--- src/rtl/bcd_pkg.sv ---
`timescale 1ns/1ps
package bcd_pkg;

   typedef enum logic [2:0] {
      ST_INTA  = 3'b000,
      ST_IORD  = 3'b001,
      ST_IOWR  = 3'b010,
      ST_HALT  = 3'b011,
      ST_FETCH = 3'b100,
      ST_MEMRD = 3'b101,
      ST_MEMWR = 3'b110,
      ST_IDLE  = 3'b111
   } bus_stat_e;

   typedef enum logic [1:0] {
      PH_IDLE = 2'd0,
      PH_ADDR = 2'd1,
      PH_DATA = 2'd2
   } phase_e;

   localparam int NUM_CMD     = 7;
   localparam int CMD_MEMRD   = 0;
   localparam int CMD_MEMWR   = 1;
   localparam int CMD_MEMWR_E = 2;
   localparam int CMD_IORD    = 3;
   localparam int CMD_IOWR    = 4;
   localparam int CMD_IOWR_E  = 5;
   localparam int CMD_INTACK  = 6;

   typedef struct packed {
      logic [NUM_CMD-1:0] normal;  // asserted in the data phase
      logic [NUM_CMD-1:0] early;   // asserted from the address phase on
      logic               rx;      // data flows toward the processor
      logic               xfer;    // cycle has a data phase
   } cmd_plan_t;

   function automatic cmd_plan_t plan_for(bus_stat_e k);
      cmd_plan_t p;
      p      = '0;
      p.xfer = 1'b1;
      unique case (k)
         ST_INTA:  begin p.normal[CMD_INTACK] = 1'b1; p.rx = 1'b1; end
         ST_IORD:  begin p.normal[CMD_IORD]   = 1'b1; p.rx = 1'b1; end
         ST_IOWR:  begin p.normal[CMD_IOWR]   = 1'b1; p.early[CMD_IOWR_E]  = 1'b1; end
         ST_FETCH: begin p.normal[CMD_MEMRD]  = 1'b1; p.rx = 1'b1; end
         ST_MEMRD: begin p.normal[CMD_MEMRD]  = 1'b1; p.rx = 1'b1; end
         ST_MEMWR: begin p.normal[CMD_MEMWR]  = 1'b1; p.early[CMD_MEMWR_E] = 1'b1; end
         default:  p.xfer = 1'b0;   // halt and passive
      endcase
      return p;
   endfunction

endpackage

--- src/rtl/bcd_tracker.sv ---
`timescale 1ns/1ps
module bcd_tracker
   import bcd_pkg::*;
(
   input  logic            clk,
   input  logic            rst_n,
   input  logic [2:0]      stat_i,
   output phase_e          phase_o,
   output bus_stat_e       kind_o
);

   bus_stat_e prev_q;
   bus_stat_e kind_q;
   phase_e    ph_q;
   bus_stat_e stat_now;
   logic      passive_now;

   assign stat_now    = bus_stat_e'(stat_i);
   assign passive_now = (stat_now == ST_IDLE);

   always_ff @(posedge clk or negedge rst_n) begin
      if (!rst_n) begin
         prev_q <= ST_INTA;      // not passive: a passive value must be seen first
         kind_q <= ST_IDLE;
         ph_q   <= PH_IDLE;
      end else begin
         prev_q <= stat_now;
         unique case (ph_q)
            PH_IDLE: begin
               if (prev_q == ST_IDLE && !passive_now) begin
                  ph_q   <= PH_ADDR;
                  kind_q <= stat_now;
               end
            end
            PH_ADDR: begin
               if (passive_now) begin
                  ph_q   <= PH_IDLE;
                  kind_q <= ST_IDLE;
               end else begin
                  ph_q   <= PH_DATA;
               end
            end
            PH_DATA: begin
               if (passive_now) begin
                  ph_q   <= PH_IDLE;
                  kind_q <= ST_IDLE;
               end
            end
            default: begin
               ph_q   <= PH_IDLE;
               kind_q <= ST_IDLE;
            end
         endcase
      end
   end

   assign phase_o = ph_q;
   assign kind_o  = kind_q;

endmodule

--- src/rtl/bcd_cmd_map.sv ---
`timescale 1ns/1ps
module bcd_cmd_map
   import bcd_pkg::*;
(
   input  phase_e               phase_i,
   input  bus_stat_e            kind_i,
   output logic [NUM_CMD-1:0]   cmd_act_o,
   output logic                 ale_o,
   output logic                 den_o,
   output logic                 tx_o
);

   cmd_plan_t plan;
   logic      in_cycle;
   logic      in_data;

   assign plan     = plan_for(kind_i);
   assign in_cycle = (phase_i != PH_IDLE);
   assign in_data  = (phase_i == PH_DATA);

   for (genvar i = 0; i < NUM_CMD; i++) begin : g_bit
      assign cmd_act_o[i] = (plan.normal[i] & in_data) | (plan.early[i] & in_cycle);
   end

   assign ale_o = (phase_i == PH_ADDR);
   assign den_o = in_data & plan.xfer;
   assign tx_o  = ~(in_cycle & plan.rx);

endmodule

--- src/rtl/bcd_drive.sv ---
`timescale 1ns/1ps
module bcd_drive #(
   parameter int NUM        = 7,
   parameter bit ACTIVE_LOW = 1'b1
) (
   input  logic           en_i,
   input  logic [NUM-1:0] act_i,
   output logic [NUM-1:0] pin_o
);

   logic [NUM-1:0] gated;
   assign gated = act_i & {NUM{en_i}};

   if (ACTIVE_LOW) begin : g_low
      assign pin_o = ~gated;
   end else begin : g_high
      assign pin_o = gated;
   end

endmodule

--- src/rtl/bus_cmd_decoder.sv ---
`timescale 1ns/1ps
module bus_cmd_decoder
   import bcd_pkg::*;
#(
   parameter int STAT_W         = 3,
   parameter bit CMD_ACTIVE_LOW = 1'b1
) (
   input  logic              clk,
   input  logic              rst_n,
   input  logic              cmd_en,
   input  logic [STAT_W-1:0] stat_i,
   output logic              addr_strobe_o,
   output logic              data_en_o,
   output logic              xmit_dir_o,
   output logic              memrd_cmd_o,
   output logic              memwr_cmd_o,
   output logic              memwr_early_cmd_o,
   output logic              iord_cmd_o,
   output logic              iowr_cmd_o,
   output logic              iowr_early_cmd_o,
   output logic              intack_cmd_o
);

   localparam int CODE_W = $bits(bus_stat_e);

   if (STAT_W != CODE_W) begin : g_bad_width
      $error("bus_cmd_decoder: STAT_W must equal the status code width");
   end

   phase_e             phase;
   bus_stat_e          kind;
   logic [NUM_CMD-1:0] cmd_act;
   logic [NUM_CMD-1:0] cmd_pin;

   bcd_tracker u_track (
      .clk     (clk),
      .rst_n   (rst_n),
      .stat_i  (stat_i[CODE_W-1:0]),
      .phase_o (phase),
      .kind_o  (kind)
   );

   bcd_cmd_map u_map (
      .phase_i   (phase),
      .kind_i    (kind),
      .cmd_act_o (cmd_act),
      .ale_o     (addr_strobe_o),
      .den_o     (data_en_o),
      .tx_o      (xmit_dir_o)
   );

   bcd_drive #(.NUM(NUM_CMD), .ACTIVE_LOW(CMD_ACTIVE_LOW)) u_drive (
      .en_i  (cmd_en),
      .act_i (cmd_act),
      .pin_o (cmd_pin)
   );

   assign memrd_cmd_o       = cmd_pin[CMD_MEMRD];
   assign memwr_cmd_o       = cmd_pin[CMD_MEMWR];
   assign memwr_early_cmd_o = cmd_pin[CMD_MEMWR_E];
   assign iord_cmd_o        = cmd_pin[CMD_IORD];
   assign iowr_cmd_o        = cmd_pin[CMD_IOWR];
   assign iowr_early_cmd_o  = cmd_pin[CMD_IOWR_E];
   assign intack_cmd_o      = cmd_pin[CMD_INTACK];

endmodule

--- config.mk ---
export PLATFORM = sky130hd
export DESIGN_NAME = bus_cmd_decoder
export DESIGN_NICKNAME = d
export VERILOG_FILES = /design/src/rtl/bcd_pkg.sv /design/src/rtl/bcd_tracker.sv /design/src/rtl/bcd_cmd_map.sv /design/src/rtl/bcd_drive.sv /design/src/rtl/bus_cmd_decoder.sv
export SDC_FILE = /design/constraint.sdc
export NUM_CORES = 1
export LEC_CHECK = 0
export ABC_CLOCK_PERIOD_IN_PS = 1800
export BUFFER_PORTS_ARGS = -buffer_cell sky130_fd_sc_hd__buf_2
export CORE_MARGIN = 2
export CORE_UTILIZATION = 25
export CTS_CLUSTER_SIZE = 16
export DETAILED_ROUTE_END_ITERATION = 8
export SLEW_MARGIN = 20
export SYNTH_ARGS = -nofsm -noshare
export SYNTH_HDL_FRONTEND = slang
export SYNTH_SLANG_ARGS = --single-unit
export TNS_END_PERCENT = 100
--- constraint.sdc ---
create_clock -name clk -period 1.8 [get_ports clk]
set_input_delay 0.36 -clock clk [delete_from_list [all_inputs] [get_ports clk]]
set_output_delay 0.36 -clock clk [all_outputs]
set_load 0.01 [all_outputs]
==> out/qor.txt <==
total negative slack: 0 ns
H-tree Lvls: 1
DR WL/cell: 11.1 um
worst hold path type: input pin to register
io pins: 16
Clk pwr share: 15.4%
layout cells sized above 1: 44.3%
Detailed Route WL: 1.08 mm
hpwl dp: 845 um
Final nets: 80
Post-route DRC: 0
Synth Area in XOR/XNOR: 0%
final worst-path cycle share: 95.8%
max-slew violations: 0
final hold slack: 0.257 ns
Synth Area in Adders: 7.54%
Core ar.: 1920 um^2
Sw Pwr: 377 uW
vias in the first global route: 477
Synth Cell Area: 498 um^2
Clock Latency Late Sink: 0.25 ns
Logic pwr share: 51.0%
total number of vias: 462
power per cell area: 1390 nW/um^2
Synth Area in Compound Gates: 23.4%
clock slew at reported path FFs: 0.06 ns
Worst Skew: 0.00360 ns
Initial Util: 25.9%
pin count of the biggest net entering global routing: 9
P_leak: 0.280 nW
placement row count: 16
Crit Path Category: register to output pin
Yosys Warn Count: 0
initial antenna violation count: 0
main combinational cell family by area after synthesis: compound AO/OA/AOI/OAI gates
number of max-cap violations: 0
mux cell area share after synthesis: 0%
Post-DRT Antenna Nets: 0
via/cell ratio: 4.76
CP Launch Type: register
WP data arrival: 1.36 ns
worst slew pin tran: 0.300 ns
Pint: 554 uW
Worst setup EP type: output pin
Bufs and invs on worst path: 2
die area: 2360 um^2
filler cell count: 217
initial DRC count: 5
relative slew slack: 80.0%
Clock Tree Buf Depth: 2
CP max stage cell: dfrtp_1
WP data required: 1.44 ns
Flop pwr share: 33.6%
cell family with most CP delay: flip-flops
syn_nets: 58
post-synth cell types: 21
# diodes: 0
Layout area overhead: 34.4%
Max Clock Freq: 580 MHz
Worst Path Max Fanout: 3
Sw Ratio: 40.5%
Placer Congestion: 0.841
Finish-stage setup viols: 0
drt first pass iters: 4
Remaining Overflow, GRT: 0
Yosys reg bits: 8
PortBufs: 15
RSZ-0062 raised after global routing: false
Max rail drop VDD: 0.757 mV
DIE HEIGHT: 48.6 um
Hold Fails Final Rpt: 0
CTS Buf Count: 3
CTS tree: done
status: complete, no violations
clock sinks: 8
Simple-Gate Fraction of Synth Area: 21.4%
sequential share of the synthesized area: 41.0%
worst-path cell chain: inv_2, ha_1, or2_2, buf_2
GRT Total Usage: 10.3%
first-pass GRT wire length: 1.94 mm
Die X: 48.6 um
Synth Instances: 49
CTS Root Cell: clkbuf_4
CP peak stage delay: 0.39 ns
Min Clock Period, post-route: 1.72 ns
reg-to-reg slack, setup: 0.42 ns
Synth Area per Inst: 10.2 um^2
## registers in the layout, indices dropped and copies added (netlist names)
signal           flops
u_track.phase_o      2
u_track.prev_q       3
u_track.kind_o       3
## logic make-up after synthesis
logic type,Yosys count
AOI/OAI and AO/OA,12
adders and majority gates,3
and+or+nand+nor,19
DFF,8
buffers and inverters,7
## cells in the final DEF (no fill, tap or decap)
cell type and instances:
buf_2 15, inv_1 5, nand4_1 5, dfrtp_1 5, and3_1 3, nand3_1 3, nor2_1 3, a32oi_1 3
o22a_1 3, clkbuf_4 3, dfstp_2 3, ha_1 2, buf_4 2, nor2b_4 1, nor2_2 1, nand2_1 1
a21boi_0 1, or2_2 1, nand3_2 1, o21ai_4 1, inv_2 1, o31ai_2 1, a32o_1 1, a211o_1 1
o221ai_1 1, ha_4 1, clkbuf_1 1, dlygate4sd3_1 1
## what timing repair did
| item | CTS | global route |
|---|---|---|
| pin swaps | 0 | 2 |
| buffers inserted | 0 | 1 |
| gates resized for setup | 4 | 2 |
| hold endpoints to repair | 5 | 0 |
| hold buffers | 1 | 0 |
| cloned | 0 | 0 |
| setup endpoints to repair | 4 | 5 |
## stage by stage
step	area (um^2)	std cells	utilization, %	power, mW	setup WS [ns]
after CTS	654	96	34.0	0.916	0.0428
after global placement	603	91	31.4	0.728	0.179
after floorplan	498	49	-	0.609	0.317
after global routing	669	97	34.8	1.02	0.00332
after detailed placement	603	91	31.4	0.735	0.121
final	669	97	34.8	0.931	0.0758
## power groups by stage
| stage | Combinational (mW) | Sequential, mW | Clock [mW] |
|---|---|---|---|
| final | 0.475 | 0.313 | 0.143 |
| after global routing | 0.538 | 0.322 | 0.157 |
| after CTS | 0.447 | 0.316 | 0.153 |
| after detailed placement | 0.424 | 0.311 | 0 |
| after global placement | 0.419 | 0.309 | 0 |
| after floorplan | 0.314 | 0.295 | 0 |
## area by class of cell
cell class                 count  area [um^2]  share of cell area, %
multi-input combinational     34          283                   42.2
sequential                     8          204                   30.5
timing repair buffer          18          100                   15.0
tap                           27         33.8                   5.05
clock buffer                   4         26.3                   3.93
inverter                       6         22.5                   3.36
## cell usage after synthesis
| library cell | number | area share [%] |
|---|---|---|
| inv_1 | 6 | 4.5 |
| dfrtp_1 | 5 | 25 |
| nand4_1 | 5 | 6.3 |
| nor2_1 | 4 | 3.0 |
| a32oi_1 | 3 | 5.3 |
| and3_1 | 3 | 3.8 |
| dfstp_2 | 3 | 16 |
| ha_1 | 3 | 7.5 |
| nand3_1 | 3 | 3.0 |
| o22a_1 | 3 | 5.3 |
| a211o_1 | 1 | 1.8 |
| a21boi_0 | 1 | 1.5 |
| a32o_1 | 1 | 2.0 |
| buf_6 | 1 | 2.3 |
| nand2_1 | 1 | 0.75 |
| nand3_2 | 1 | 2.0 |
| nor2b_1 | 1 | 1.3 |
| o21ai_4 | 1 | 3.3 |
| o221ai_1 | 1 | 1.8 |
| o31ai_2 | 1 | 2.5 |
| or2_2 | 1 | 1.3 |
## routing by layer
metal	wire [um]	GRT usage, %
met1	506	12.6
met2	508	16.7
met3	51	1.54
met4	10	6.67
met5	0	0
## final timing paths
path	startpoint	to	cells past startpoint
max	u_track.phase_o[0]	xmit_dir_o	4
min	stat_i[0]	u_track.prev_q[0]	1
max reg2reg	u_track.phase_o[0]	u_track.phase_o[1]	5
min reg2reg	u_track.kind_o[1]	u_track.kind_o[1]	1
max in group asynchronous	rst_n	u_track.kind_o[0]	2
min in group asynchronous	rst_n	u_track.prev_q[0]	2
Note: power is estimated with default switching activity, not from simulation.
